==> src/rtl/rwk_pkg.sv <==
package rwk_pkg;

    localparam int DATA_W        = 32;
    localparam int REC_WORDS     = 4;
    localparam int REC_IDX_W     = $clog2(REC_WORDS);

    // Word order inside one record in memory
    localparam int W_SRC  = 0;
    localparam int W_DST  = 1;
    localparam int W_LEN  = 2;
    localparam int W_LINK = 3;

    typedef enum logic [2:0] {
        ST_IDLE,
        ST_FETCH,
        ST_EXEC,
        ST_WAIT,
        ST_ADV
    } walk_st_e;

    typedef struct packed {
        logic [DATA_W-1:0] src;
        logic [DATA_W-1:0] dst;
        logic [DATA_W-1:0] len;
        logic [DATA_W-1:0] link;
    } rec_t;

endpackage

==> src/rtl/rwk_rec_loader.sv <==
module rwk_rec_loader
    import rwk_pkg::*;
#(
    parameter int AW = 32
) (
    input  logic              clk,
    input  logic              rst_n,
    input  logic              go,
    input  logic [AW-1:0]     base,
    input  logic              flush,
    output logic              mem_req,
    output logic [AW-1:0]     mem_addr,
    input  logic              mem_rvalid,
    input  logic [DATA_W-1:0] mem_rdata,
    output logic              done,
    output rec_t              rec
);

    localparam int WORD_BYTES = DATA_W / 8;

    typedef struct packed {
        logic                              active;
        logic                              pend;
        logic                              stale;
        logic                              done;
        logic [REC_IDX_W-1:0]              idx;
        logic [AW-1:0]                     base;
        logic [REC_WORDS-1:0][DATA_W-1:0]  words;
    } ld_regs_t;

    ld_regs_t r_q, r_d;
    logic     issue;

    always_comb begin
        r_d      = r_q;
        r_d.done = 1'b0;
        issue    = r_q.active && !r_q.pend && !flush;

        if (mem_rvalid && r_q.pend) begin
            r_d.pend = 1'b0;
            if (r_q.stale) begin
                r_d.stale = 1'b0;
            end else if (r_q.active) begin
                r_d.words[r_q.idx] = mem_rdata;
                if (r_q.idx == REC_IDX_W'(REC_WORDS - 1)) begin
                    r_d.active = 1'b0;
                    r_d.done   = 1'b1;
                end else begin
                    r_d.idx = r_q.idx + 1'b1;
                end
            end
        end

        if (issue) begin
            r_d.pend = 1'b1;
        end

        if (flush) begin
            r_d.active = 1'b0;
            r_d.done   = 1'b0;
            r_d.stale  = r_d.pend;
        end else if (go) begin
            r_d.active = 1'b1;
            r_d.idx    = '0;
            r_d.base   = base;
        end
    end

    always_ff @(posedge clk or negedge rst_n) begin
        if (!rst_n) begin
            r_q <= '0;
        end else begin
            r_q <= r_d;
        end
    end

    assign mem_req  = issue;
    assign mem_addr = r_q.base + AW'(r_q.idx) * AW'(WORD_BYTES);
    assign done     = r_q.done;

    always_comb begin
        rec.src  = r_q.words[W_SRC];
        rec.dst  = r_q.words[W_DST];
        rec.len  = r_q.words[W_LEN];
        rec.link = r_q.words[W_LINK];
    end

endmodule

==> src/rtl/rwk_wrap_ctr.sv <==
module rwk_wrap_ctr #(
    parameter int AW   = 32,
    parameter int STEP = 4
) (
    input  logic          clk,
    input  logic          rst_n,
    input  logic          load,
    input  logic [AW-1:0] load_val,
    input  logic          step,
    input  logic [AW-1:0] wrap_at,
    input  logic [AW-1:0] wrap_to,
    output logic [AW-1:0] addr
);

    logic [AW-1:0] addr_q, addr_d;

    always_comb begin
        addr_d = addr_q;
        if (load) begin
            addr_d = load_val;
        end else if (step) begin
            if (addr_q == wrap_at) begin
                addr_d = wrap_to;
            end else begin
                addr_d = addr_q + AW'(STEP);
            end
        end
    end

    always_ff @(posedge clk or negedge rst_n) begin
        if (!rst_n) begin
            addr_q <= '0;
        end else begin
            addr_q <= addr_d;
        end
    end

    assign addr = addr_q;

endmodule

==> src/rtl/desc_ring_walker.sv <==
module desc_ring_walker
    import rwk_pkg::*;
#(
    parameter int AW    = 32,
    parameter int LEN_W = 32
) (
    input  logic              clk,
    input  logic              rst_n,
    input  logic              start,
    input  logic              abort,
    input  logic              continuous,
    input  logic [AW-1:0]     head_ptr,
    input  logic [AW-1:0]     wrap_at,
    input  logic [AW-1:0]     wrap_to,
    output logic              mem_req,
    output logic [AW-1:0]     mem_addr,
    input  logic              mem_rvalid,
    input  logic [DATA_W-1:0] mem_rdata,
    output logic              eng_go,
    output logic [LEN_W-1:0]  eng_len,
    input  logic              eng_done,
    output logic              beat_valid,
    output logic [AW-1:0]     beat_src,
    output logic [AW-1:0]     beat_dst,
    output logic              list_done,
    output logic              busy
);

    localparam int NUM_LANES  = 2;
    localparam int BEAT_BYTES = DATA_W / 8;

    typedef struct packed {
        walk_st_e          st;
        logic [AW-1:0]     head;
        logic [AW-1:0]     link;
        logic [LEN_W-1:0]  remain;
    } walk_t;

    walk_t         w_q, w_d;
    logic          ld_go;
    logic [AW-1:0] ld_base;
    logic          ld_done;
    rec_t          ld_rec;
    logic          ctr_load;
    logic          ctr_step;
    logic          go_c;
    logic          pass_c;
    logic [LEN_W-1:0] rec_len;

    logic [NUM_LANES-1:0][AW-1:0] lane_init;
    logic [NUM_LANES-1:0][AW-1:0] lane_addr;

    assign rec_len = ld_rec.len[LEN_W-1:0];

    always_comb begin
        w_d      = w_q;
        ld_go    = 1'b0;
        ctr_load = 1'b0;
        ctr_step = 1'b0;
        go_c     = 1'b0;
        pass_c   = 1'b0;

        unique case (w_q.st)
            ST_IDLE: begin
                if (start) begin
                    w_d.head = head_ptr;
                    ld_go    = 1'b1;
                    w_d.st   = ST_FETCH;
                end
            end
            ST_FETCH: begin
                if (ld_done) begin
                    w_d.link   = ld_rec.link[AW-1:0];
                    w_d.remain = rec_len;
                    ctr_load   = 1'b1;
                    go_c       = 1'b1;
                    w_d.st     = (rec_len == '0) ? ST_WAIT : ST_EXEC;
                end
            end
            ST_EXEC: begin
                ctr_step   = 1'b1;
                w_d.remain = w_q.remain - LEN_W'(1);
                if (w_q.remain == LEN_W'(1)) begin
                    w_d.st = ST_WAIT;
                end
            end
            ST_WAIT: begin
                if (eng_done) begin
                    w_d.st = ST_ADV;
                end
            end
            ST_ADV: begin
                if (w_q.link == w_q.head) begin
                    pass_c = 1'b1;
                    if (continuous) begin
                        ld_go  = 1'b1;
                        w_d.st = ST_FETCH;
                    end else begin
                        w_d.st = ST_IDLE;
                    end
                end else begin
                    ld_go  = 1'b1;
                    w_d.st = ST_FETCH;
                end
            end
            default: begin
                w_d.st = ST_IDLE;
            end
        endcase

        if (abort) begin
            w_d.st = ST_IDLE;
            ld_go  = 1'b0;
            go_c   = 1'b0;
            pass_c = 1'b0;
        end
    end

    always_ff @(posedge clk or negedge rst_n) begin
        if (!rst_n) begin
            w_q    <= '0;
            w_q.st <= ST_IDLE;
        end else begin
            w_q <= w_d;
        end
    end

    assign ld_base = (w_q.st == ST_IDLE) ? head_ptr : w_q.link;

    rwk_rec_loader #(.AW(AW)) loader_i (
        .clk        (clk),
        .rst_n      (rst_n),
        .go         (ld_go),
        .base       (ld_base),
        .flush      (abort),
        .mem_req    (mem_req),
        .mem_addr   (mem_addr),
        .mem_rvalid (mem_rvalid),
        .mem_rdata  (mem_rdata),
        .done       (ld_done),
        .rec        (ld_rec)
    );

    assign lane_init[0] = ld_rec.src[AW-1:0];
    assign lane_init[1] = ld_rec.dst[AW-1:0];

    for (genvar g = 0; g < NUM_LANES; g++) begin : g_lane
        rwk_wrap_ctr #(.AW(AW), .STEP(BEAT_BYTES)) ctr_i (
            .clk      (clk),
            .rst_n    (rst_n),
            .load     (ctr_load),
            .load_val (lane_init[g]),
            .step     (ctr_step),
            .wrap_at  (wrap_at),
            .wrap_to  (wrap_to),
            .addr     (lane_addr[g])
        );
    end

    assign beat_valid = (w_q.st == ST_EXEC);
    assign beat_src   = lane_addr[0];
    assign beat_dst   = lane_addr[1];
    assign eng_go     = go_c;
    assign eng_len    = rec_len;
    assign list_done  = pass_c;
    assign busy       = (w_q.st != ST_IDLE);

endmodule

==> config.mk <==
export PLATFORM = sky130hd
export DESIGN_NAME = desc_ring_walker
export DESIGN_NICKNAME = d
export VERILOG_FILES = /design/src/rtl/rwk_pkg.sv /design/src/rtl/rwk_rec_loader.sv /design/src/rtl/rwk_wrap_ctr.sv /design/src/rtl/desc_ring_walker.sv
export SDC_FILE = /design/constraint.sdc
export NUM_CORES = 1
export LEC_CHECK = 0
export BUFFER_PORTS_ARGS = -buffer_cell sky130_fd_sc_hd__clkbuf_2
export CELL_PAD_IN_SITES_DETAIL_PLACEMENT = 1
export CELL_PAD_IN_SITES_GLOBAL_PLACEMENT = 2
export CORE_MARGIN = 2
export CORE_UTILIZATION = 26
export DETAILED_ROUTE_END_ITERATION = 10
export PLACE_DENSITY_LB_ADDON = 0.1
export RECOVER_POWER = 25
export SYNTH_ARGS = -nofsm -noshare
export SYNTH_HDL_FRONTEND = slang
export SYNTH_SLANG_ARGS = --single-unit
==> constraint.sdc <==
create_clock -name clk -period 3.1 [get_ports clk]
set_input_delay 0.31 -clock clk [delete_from_list [all_inputs] [get_ports clk]]
set_output_delay 0.31 -clock clk [all_outputs]
set_load 0.1 [all_outputs]
After elaboration in Yosys (flattened, before gate mapping) --
Index checks and enable logic that the tools add are counted.
Cells by class: shifts and indexed selects 0, div/mod/pow operators 0, multipliers 0, muxes and demuxes 47, order comparisons 2, equality and inequality tests 15, bitwise logic cells 2, reduce and logical (&&, ||, !) cells 20, add/sub/neg operators 5
Operators by type and width (number):
- two-way mux 32 bit | 9
- bitwise mux 128 bit | 1
- equality test 32 bit | 3
- two-way mux 34 bit | 2
- adder 32 x 3 -> 32 bit, second input constant | 2
- demux 32 bit (select 2 bit) | 1
- case mux 32 bit (2 select lines) | 1
- two-way mux 35 bit | 1
- adder 32 x 4 -> 32 bit | 1
- equality test 32 x 1 -> 1 bit, second input constant | 1
- zero test 32 bit | 1
- subtractor 32 x 1 -> 32 bit, second input constant | 1
- two-way mux 3 bit | 7
- two-way mux 1 bit | 20
- case mux 3 bit (5 select lines) | 1
- AND reduction 2 bit | 5
- != test 3 bit, second input constant | 3
- equality test 3 x 2 -> 1 bit, second input constant | 2
- two-way mux 6 bit | 1
- != test 3 x 2 -> 1 bit, second input constant | 2
- nonzero test 2 bit | 3
- nonzero test 3 bit | 2
- logical AND 1 bit | 4
- two-way mux 2 bit | 2
- other kinds (13) | 15
Storage, ports and cells: latch bits 0, word-level logic and storage cells 107, bits in writable memories 0, bits in registers 329, memories kept 0, memory bits (read-only) 0, output and inout bits 133, bits of input ports 135

Depth between registers and ports, before layout --
Gate-level depths: netlist (run 1).
word-level depth 7, mapped depth 9, mapped depth without buffers 8

Cells and area by module --
Synthesis (run 1) repeated with hierarchy kept, for this count alone.
Unflattened totals: cells, all modules 1789, area, all modules 18846.8 um2
By module, submodules not included:
- rwk_rec_loader | seq. area each 4154.0 um2, area each 7903.8 um2, times used 1, cells each 575
- rwk_wrap_ctr | seq. area each 800.8 um2, area each 2788.9 um2, times used 2, cells each 332
- desc_ring_walker | seq. area each 2477.4 um2, area each 5365.1 um2, times used 1, cells each 550

Worst setup path after synthesis (run 1) --
OpenSTA, ideal clock, no wires.
path kind register to output, start point reg w_q[91] in the netlist's numbering, end point out list_done, path slack -1109 ps, stages on the path, launching flop included 6, arrival 3899 ps, required time 2790 ps, path buffers 0, cells stage by stage dfrtp_1 xnor2_1 nand4_1 nor4_1 nand2_1 nor4bb_1
Between the ends: cells in the longest elaborated chain, start to end 4
Ends and longest elaborated chain:
- from (decl) | line desc_ring_walker.sv:39 | walk_t w_q, w_d;
- from (signal assigned) | line desc_ring_walker.sv:124 | w_q <= w_d;
- equality test 32 bit | line desc_ring_walker.sv:93 | if (w_q.link == w_q.head) begin
- two-way mux 1 bit | line desc_ring_walker.sv:93
- two-way mux 1 bit | line desc_ring_walker.sv:63 | unique case (w_q.st)
- two-way mux 1 bit | line desc_ring_walker.sv:111 | if (abort) begin
- to (decl) | line desc_ring_walker.sv:25 | output logic list_done,
Every way passes these cells.

Worst setup path after layout (run 1) --
start point reg loader_i.r_q[160] in the netlist's numbering, end point out mem_addr[30]
Between the ends: cells in the longest elaborated chain, start to end 1
Ends and longest elaborated chain:
- from (decl) | line rwk_rec_loader.sv:31 | ld_regs_t r_q, r_d;
- from (signal assigned) | line rwk_rec_loader.sv:73 | r_q <= r_d;
- adder 32 x 4 -> 32 bit | line rwk_rec_loader.sv:78 | assign mem_addr = r_q.base + AW'(r_q.idx) * AW'(WORD_BYTES);
- to (decl) | line desc_ring_walker.sv:16 | output logic [AW-1:0] mem_addr,
Every way passes these cells.

==> qor.yml, run 1 <==
max_stage_delay_ns: 0.40
timing.fmax_mhz: 330
synth_cells: 1587
mostFrequentLayoutCell: "dfrtp_1"
worst_slew_pin_slew_ns: 2.12
clkSinkCount: 329
cp-end-kind: "output port"
ant_nets: 0
skew_ns: 0.0158
grt_antenna_before_repair: 8
reg2reg_slack_ns: 0.48
die_width_um: 262
drv_slew: 73
cp_slowest_cell: "fa_2"
grt_pass1_vias: 14800
critPathArrivalTime_ns: 2.72
nNetsFinal: 2005
detailed_place_hpwl_um: 52500
async_flop_share: 1.00
regToRegEndpoint: "g_lane[0].ctr_i.addr[27]"
gr-usage-all-layers: 0.208
final.setup.tns_ns: 0
clockRootBuffer: "clkbuf_16"
power.density_nw_per_um2: 706
whs_ns: 0.0275
cts-buffers-inserted: 43
min_period_ns: 3.03
gp_congestion: 0.843
utilization: 0.334
synth.avg_cell_area_um2: 10.9
ys_seq_area_frac: 0.476
crit_type: "reg -> out"
cp_max_fo: 4
ys_seq_elements: 329
cts_tree: "done"
relSlewSlack: -0.416
rr_worst_depth: 6
fin_crit_sh: 0.978
drive_above_1_share: 0.323
dr.pass1.iters: 7
critical_path_buf_inv_count: 3
start_util: 0.263
die_y_um: 262
htree_num_levels: 2
syn2layout_area_growth_pct: 27.2
synth_area_leaders: "dfrtp_1 (48%), mux2_2 (10%), xnor2_1 (7.9%)"
die_area_um2: 68700
overflow: 0
timing.max_cap.violations: 1
status: "finished with violations"
synth_edf_count: 0
core_region_area_um2: 65900
syn-num-nets: 1729
seq_area_um2: 8230
ys.warnings.count: 0
ys_types: 60
drc: 0
min_to: "w_q[70]"
synth_area_um2: 17300
portBuffers: 267
clock_latency_ns: 0.59
rows: 94
num_io_pins: 268
num-fill-cells: 7225
via_per_inst: 4.94
via_count: 13600
worstPathRequired_ns: 2.79
grt_max_degree: 74
cp_top_family: "adder cells"
worst_ir_drop_vdd_mv: 0.381
multi_input_area_um2: 8730
yosysTopAreaCell: "dfrtp_1"
cp-start-kind: "flop"
crit_path_cell_trace: "ha_2 > inv_2 > fa_2 > nor3b_4 > and4_4 > buf_4 > nand3_1 > xnor2_2 > buf_12"
synth_top_flop_cell: "dfrtp_1"
hold_violations: 0
first_iter_violations: 616
post-route-cell-area_um2: 22000
hold_class: "in -> reg"
wl_per_cell_um: 25.7
worstReg2RegStart: "g_lane[0].ctr_i.addr[10]"
mostFrequentLayoutCells: "dfrtp_1 (328), clkbuf_2 (243), nand2_1 (172), mux2_2 (161), xnor2_1 (136)"
hold_start: "head_ptr[6]"
drt_wl_total_um: 70900
rsz0062_at_grt: "yes"
setup_viol: 0
synth_top_area_share: 0.476
clk_path_buf_depth: 3
p_leak_nw: 10.9
path_clk_slew_ns: 0.06
grt_pass1_wl_um: 104000
place_area_um2: 20300
hold_path_depth: 2
failed_checks: "max-capacitance violations, max-slew violations"
-- report_power, final --
group	switching (mW)	internal [mW]	total, mW
logic	3.09	1.82	4.91
clock network	2.06	2.88	4.95
registers	0.673	5.01	5.69
total	5.83	9.72	15.5
-- layer usage --
layer	up-vias	share of wire	global-route usage	wire, um
met2	308	0.49	0.353	34700
met4	0	0.025	0.0596	1800
li1	6190	-	-	-
met1	7026	0.45	0.274	31800
met5	-	0	0	0
met3	95	0.037	0.0300	2640
-- cells in the mapped netlist, drive strengths merged (2+ instances only) --
cell type  number
a21oi          13
o311ai          8
and2           11
o21ai          73
nand4bb         3
o211ai          6
or4             8
inv            17
xor2           23
xnor2         157
o221ai          2
nor2           41
a31oi           2
dfrtp         329
mux2          226
nand3b          3
nor2b           2
a311oi          5
nor3           27
a21o            5
and3           10
o31ai           3
ha              6
clkbuf         79
or3             4
a22oi          66
nand2         176
nor3b           4
a211oi          3
a221o           5
nand4          51
buf            55
and4           11
mux2i          66
nand3          46
nor4           26
nand2b          2
nor4bb          2
-- worst max-delay path by stage --
stage | start | endpoint | depth (start not counted)
floorplan | loader_i.r_q[161] | mem_addr[26] | 8
global placement | w_q[44] | list_done | 6
detailed placement | loader_i.r_q[161] | mem_addr[26] | 8
CTS | loader_i.r_q[130] | mem_addr[26] | 9
global route | loader_i.r_q[160] | mem_addr[24] | 8
finish | loader_i.r_q[160] | mem_addr[30] | 9
-- per-stage QoR --
stage               power, mW  instances  setup WS [ns]
CTS                      15.8       2752        -0.0400
global route             16.2       2754        -0.0995
floorplan                9.06       1587         -0.132
global placement         10.6       2645          0.384
finish                   15.5       2756         0.0671
detailed placement       10.7       2645          0.337
-- timing repair --
item | CTS | global route
resized for setup | 12 | 11
setup endpoints to repair | 15 | 14
buffers inserted | 4 | 2
hold endpoints to repair | 97 | 0
hold buffers | 31 | 0
pin swaps | 5 | 8
-- cell type report --
class | instances | area share
inverters | 17 | 0.00290
multi-input cells | 1107 | 0.396
clock buffers | 64 | 0.0570
well taps | 864 | 0.0491
repair buffers | 365 | 0.116
flip-flops and latches | 329 | 0.374
clock inverters | 8 | 0.00472
diodes | 2 | 0.000227
-- kinds of logic (layout without fill, tap and decap cells) --
| family | Yosys count | in the layout | share of synthesized area |
|---|---|---|---|
| XOR/XNOR | 180 | 180 | 0.0911 |
| buffers and inverters | 151 | 454 | 0.0408 |
| flip-flops | 329 | 329 | 0.476 |
| adder cells (fa/ha/maj) | 7 | 7 | 0.00549 |
| AND/OR/NAND/NOR | 432 | 432 | 0.127 |
| multiplexers | 292 | 292 | 0.185 |
| AO/OA/AOI/OAI | 196 | 196 | 0.0750 |
| other | 0 | 2 | 0 |
-- registers in the layout (all words and copies together) (netlist names) --
name               count
loader_i.rec         128
w_q                   99
g_lane.ctr_i.addr     64
loader_i.r_q          37
loader_i.done          1
Power figures use the tool's default switching activity.
==> inputs of run 2 (changes only) <==
--- a/config.mk
+++ b/config.mk
@@ -5,6 +5,7 @@
 export SDC_FILE = /design/constraint.sdc
 export NUM_CORES = 1
 export LEC_CHECK = 0
+export ABC_AREA = 1
 export BUFFER_PORTS_ARGS = -buffer_cell sky130_fd_sc_hd__clkbuf_2
 export CELL_PAD_IN_SITES_DETAIL_PLACEMENT = 1
 export CELL_PAD_IN_SITES_GLOBAL_PLACEMENT = 2
==> run 2 against run 1 <==
The run ends with negative setup slack left. Worst setup slack lost 0.087 ns. Combinational power rose by 84%. Sequential cell count unchanged. Sequential power is 19% higher. Area after synthesis up 8.8%. Clock power fell by 0.8%. First-iteration DRC count rose by 93%. Design area is 4.6% higher. Highest routed layer unchanged.
==> qor.yml, run 2 <==
gp_congestion: 0.905
grt_max_degree: 85
hold_class: "in -> reg"
rsz0062_at_grt: "yes"
clock_latency_ns: 0.58
total_power_mw: 20.7
crit_path_cell_trace: "ha_2 > inv_2 > fa_2 > nor2_4 > nand2_2 > nor2_4 > nand2_2 > nor2_4 > nand3b_4 > nor2_4 > buf_6 > xor2_4 > buf_12"
min_period_ns: 3.12
core_region_area_um2: 71600
num-fill-cells: 8882
grt_pass1_wl_um: 123000
ys_types: 47
mostFrequentLayoutCells: "nand2_1 (808), dfrtp_1 (329), o21ai_0 (312), inv_1 (290), clkbuf_2 (251)"
first_iter_violations: 1187
place_inst: 3710
mostFrequentLayoutCell: "nand2_1"
portBuffers: 267
synth_top_flop_cell: "dfrtp_1"
ant_nets: 0
synth_area_leaders: "dfrtp_1 (44%), nand2_1 (16%), o21ai_0 (8.3%)"
worst_slew_pin_slew_ns: 1.46
cp_top_family: "simple AND/OR/NAND/NOR gates"
via_count: 18000
wl_per_cell_um: 21.5
drt_wl_total_um: 82200
synth_cells: 2587
synth_most_common_cell: "nand2_1"
relSlewSlack: 0.0254
skew_ns: 0.0151
cp-end-kind: "output port"
grt_pass1_vias: 19100
max_stage_delay_ns: 0.36
via_per_inst: 4.72
status: "finished with violations"
timing.max_cap.violations: 0
worst_ir_drop_vdd_mv: 0.559
synth_top_area_share: 0.437
p_leak_nw: 11.1
fin_crit_sh: 1.01
critPathArrivalTime_ns: 2.81
die_y_um: 273
timing.fmax_mhz: 321
synth_area_um2: 18800
critical_path_buf_inv_count: 3
detailed_place_hpwl_um: 62300
ys_top_cells_by_count: "nand2_1 (813), dfrtp_1 (329), o21ai_0 (312)"
syn-num-nets: 2729
path_clk_slew_ns: 0.06
setup_ws_ns: -0.0196
crit_path_frequent_cell: "nor2_4"
drc: 0
rows: 98
setup_viol: 3
num_io_pins: 268
ys.warnings.count: 0
dr.pass1.iters: 5
cts-buffers-inserted: 43
yosysTopAreaCell: "dfrtp_1"
start_util: 0.263
drive_above_1_share: 0.159
overflow: 0
cts_tree: "done"
gr-usage-all-layers: 0.220
die_area_um2: 74600
nNetsFinal: 2981
worstPathRequired_ns: 2.79
failed_checks: "negative setup slack"
async_flop_share: 1.00
cp-start-kind: "flop"
cp_slowest_cell: "dfrtp_1"
power.density_nw_per_um2: 899
synth.avg_cell_area_um2: 7.28
largest_reg_flops: 128
instances_no_fill: 3820
clk_path_buf_depth: 3
drv_slew: 0
htree_num_levels: 2
hold_violations: 0
clkSinkCount: 329
die_width_um: 273
ys_seq_elements: 329
grt_antenna_before_repair: 2
synth_edf_count: 0
cp_max_fo: 3
crit_type: "reg -> out"
ys_seq_area_frac: 0.437
syn2layout_area_growth_pct: 22.3
clockRootBuffer: "clkbuf_16"
run 2: metrics by stage:
step | setup slack (ns) | TNS [ns] | utilization | hold WS [ns] | cell area [um^2]
after detailed placement | 0.143 | 0 | 0.298 | 0.277 | 21300
after global placement | 0.167 | 0 | 0.298 | 0.274 | 21300
after global routing | -0.154 | -0.575 | 0.322 | 0.00817 | 23000
final | -0.0196 | -0.0332 | 0.322 | 0.0301 | 23000
after floorplan | -0.495 | -0.743 | - | 0.0144 | 18900
after CTS | -0.222 | -0.807 | 0.321 | 0.00139 | 23000
run 2: report_power, final:
part / internal [mW] / switching [mW]
registers: 5.49 / 1.29
logic: 2.24 / 6.77
clock network: 2.87 / 2.04
total: 10.6 / 10.1
run 2: layout make-up:
class / instances / area [um^2] / share of cell area
Timing Repair Buffer: 340 / 2170 / 0.0943
Clock buffer: 63 / 1250 / 0.0543
Inverter: 305 / 1140 / 0.0497
Multi-Input combinational cell: 1820 / 8940 / 0.388
Clock inverter: 11 / 97.6 / 0.00424
Antenna cell: 2 / 5.00 / 0.000217
Tap cell: 950 / 1190 / 0.0516
Sequential cell: 329 / 8230 / 0.358
run 2: cells by family (layout without fill, tap and decap cells):
kind of cell               count (synthesis)  count (layout)  synth area share
DFF                                      329             329             0.437
AOI/OAI and AO/OA                        419             419             0.121
xor gates and xnor gates                 117             117            0.0544
adders and majority gates                  7               7           0.00505
buffers and inverters                    438             719            0.0988
and+or+nand+nor                         1276            1276             0.283
muxes                                      1               1          0.000532
other                                      0               2                 0
run 2: worst paths after layout:
| check | startpoint | endpoint | slack [ns] | cells past startpoint |
|---|---|---|---|---|
| min in group asynchronous | rst_n | g_lane[0].ctr_i.addr[26] | 0.62 | 2 |
| max in group asynchronous | rst_n | w_q[83] | 0.39 | 3 |
| max | loader_i.r_q[160] | mem_addr[24] | -0.02 | 13 |
| min | head_ptr[20] | w_q[84] | 0.03 | 3 |
| min reg2reg | loader_i.rec[2] | w_q[34] | 0.48 | 2 |
| max reg2reg | g_lane[0].ctr_i.addr[26] | g_lane[0].ctr_i.addr[1] | 0.65 | 10 |
run 2: routing by layer:
layer,GRT usage,up-vias,wire length (um),part of all wire
met5,0,-,0,0
met4,0.0466,0,1570,0.019
met3,0.0344,80,3740,0.046
met2,0.363,321,38500,0.47
met1,0.303,8944,38400,0.47
li1,-,8690,-,-
run 2: what timing repair did:
action / in CTS / in global routing
hold buffers: 20 / 0
buffers inserted: 9 / 5
endpoints found under the setup margin: 18 / 15
resized for setup: 16 / 5
hold endpoints to repair: 59 / 0
pin swaps: 11 / 8
run 2: worst register-to-register path, cell delays in order (launching register included):
cell	delay (ns)
dfrtp_1	0.50
xnor2_1	0.16
nand2_1	0.07
nor2_1	0.11
nand2_1	0.09
nor2_1	0.29
nand2_1	0.12
buf_4	0.29
nor2_1	0.53
nand2_1	0.11
nand3_1	0.10
==> inputs of run 3 (changes only) <==
--- a/config.mk
+++ b/config.mk
@@ -8,9 +8,9 @@
 export ABC_AREA = 1
 export BUFFER_PORTS_ARGS = -buffer_cell sky130_fd_sc_hd__clkbuf_2
 export CELL_PAD_IN_SITES_DETAIL_PLACEMENT = 1
-export CELL_PAD_IN_SITES_GLOBAL_PLACEMENT = 2
+export CELL_PAD_IN_SITES_GLOBAL_PLACEMENT = 1
 export CORE_MARGIN = 2
-export CORE_UTILIZATION = 26
+export CORE_UTILIZATION = 30
 export DETAILED_ROUTE_END_ITERATION = 10
 export PLACE_DENSITY_LB_ADDON = 0.1
 export RECOVER_POWER = 25
==> run 3 against run 2 <==
Worst setup slack better by 0.038 ns. Largest power group unchanged. The run ends with max-capacitance violations, max-slew violations left. Register-to-register slack worse by 0.06 ns. First-iteration DRC count down 2.1%. Die area down 13%. Clock skew up 0.011 ns. Core utilization up 4.9 points. Global-route usage up 1.9 points. Hold slack worse by 0.0048 ns. Sequential cell count unchanged.
==> qor.yml, run 3 (synthesis gave the netlist of run 2 again) <==
status: "finished with violations"
failed_checks: "max-capacitance violations, max-slew violations"
drv_slew: 72
detailed_place_hpwl_um: 58400
overflow: 0
drc: 0
power.density_nw_per_um2: 913
hold_class: "in -> reg"
drt_wl_total_um: 77200
worstPathRequired_ns: 2.79
grt_antenna_before_repair: 3
core_region_area_um2: 61900
syn2layout_area_growth_pct: 21.8
mostFrequentLayoutCell: "nand2_1"
setup_viol: 0
htree_num_levels: 2
fin_crit_sh: 0.994
min_period_ns: 3.08
crit_path_cell_trace: "ha_2 > inv_2 > fa_2 > nor2_4 > nand2_2 > nor2_4 > nand2_2 > nor2_4 > nand3b_4 > nor2_4 > buf_6 > xor2_4 > buf_12"
cts-buffers-inserted: 41
cts_tree: "done"
ant_nets: 0
utilization: 0.370
critPathArrivalTime_ns: 2.77
via_count: 18100
clock_latency_ns: 0.57
drive_above_1_share: 0.164
worst_ir_drop_vdd_mv: 0.372
grt_max_degree: 135
critical_path_buf_inv_count: 3
largest_reg_flops: 128
die_width_um: 255
rows: 91
max_stage_delay_ns: 0.37
clk_path_buf_depth: 3
timing.fmax_mhz: 324
cp-end-kind: "output port"
first_iter_violations: 1162
clockRootBuffer: "clkbuf_16"
die_y_um: 255
instances_no_fill: 3704
place_inst: 3603
mostFrequentLayoutCells: "nand2_1 (807), dfrtp_1 (329), o21ai_0 (312), inv_1 (290), clkbuf_2 (252)"
crit_type: "reg -> out"
timing.max_cap.violations: 1
clkSinkCount: 329
cp_slowest_cell: "dfrtp_1"
p_leak_nw: 11.1
gp_congestion: 0.893
path_clk_slew_ns: 0.06
whs_ns: 0.0253
final.setup.tns_ns: 0
skew_ns: 0.0262
total_power_mw: 21.0
rsz0062_at_grt: "yes"
via_per_inst: 4.88
portBuffers: 267
relSlewSlack: -0.396
gr-usage-all-layers: 0.239
grt_pass1_wl_um: 117000
crit_path_frequent_cell: "nor2_4"
die_area_um2: 64800
nNetsFinal: 2977
cp-start-kind: "flop"
worst_slew_pin_slew_ns: 2.09
dr.pass1.iters: 5
wl_per_cell_um: 20.8
hold_violations: 0
start_util: 0.304
num_io_pins: 268
cp_top_family: "simple AND/OR/NAND/NOR gates"
cp_max_fo: 3
grt_pass1_vias: 18600
==> run 3: cell count changes in the layout (fill, tap and decap cells not counted), sizes merged <==
cell	delta
clkinv	+4
clkbuf	-10
dlygate4sd3	-7
bufinv	+5
inv	-3
clkinvlp	-1
buf	+9
==> run 3: power by group <==
| group | switching (mW) | internal, mW |
|---|---|---|
| clock network | 2.05 | 3.24 |
| registers | 1.26 | 5.49 |
| logic | 6.70 | 2.23 |
| total | 10.0 | 11.0 |
==> run 3: worst register-to-register path, stage by stage, from the launching register on <==
cell     delay, ns
dfrtp_1       0.50
xnor2_1       0.16
nand2_1       0.08
nor2_1        0.10
nand2_1       0.11
nor2_1        0.26
nand2_1       0.24
inv_1         0.57
nand2_1       0.18
nand3_1       0.13
nand3_1       0.07
==> run 3: what timing repair did <==
action | 4_1_cts | 5_1_grt
hold endpoints to repair | 80 | 0
pin swaps | 9 | 13
hold buffers | 13 | 0
setup buffers | 7 | 6
resized for setup | 15 | 12
setup endpoints to repair | 11 | 12
==> run 3: routing by layer <==
layer	routed length (um)	vias to the layer above	global-route usage
met4	1350	0	0.0513
met1	36500	8970	0.341
met2	35700	361	0.386
li1	-	8674	-
met3	3680	72	0.0310
met5	0	-	0
==> run 3: final timing paths <==
| check | startpoint | endpoint | slack (ns) | cells after the start |
|---|---|---|---|---|
| min in group asynchronous | rst_n | g_lane[0].ctr_i.addr[7] | 0.87 | 2 |
| setup reg to reg | g_lane[0].ctr_i.addr[24] | g_lane[0].ctr_i.addr[1] | 0.59 | 10 |
| setup / recovery | loader_i.r_q[160] | mem_addr[24] | 0.02 | 13 |
| max in group asynchronous | rst_n | g_lane[1].ctr_i.addr[20] | 0.36 | 3 |
| hold / removal | head_ptr[20] | w_q[84] | 0.03 | 3 |
| hold reg to reg | loader_i.r_q[155] | loader_i.r_q[155] | 0.48 | 2 |
==> run 3: layout make-up <==
type / count / area (um^2)
Clock inverter: 16 / 241
Sequential cell: 329 / 8230
Clock buffer: 57 / 1220
Multi-Input combinational cell: 1820 / 8950
Tap cell: 837 / 1050
Inverter: 305 / 1140
Antenna cell: 2 / 5.00
Fill cell: 7720 / 39000
Timing Repair Buffer: 338 / 2110
==> run 3: metrics by stage <==
| stage | instance area (um^2) | setup slack (ns) |
|---|---|---|
| final | 22900 | 0.0183 |
| after global routing | 22900 | -0.159 |
| after CTS | 22900 | -0.164 |
| after detailed placement | 21200 | 0.180 |
| after global placement | 21200 | 0.268 |
| after floorplan | 18900 | -0.495 |
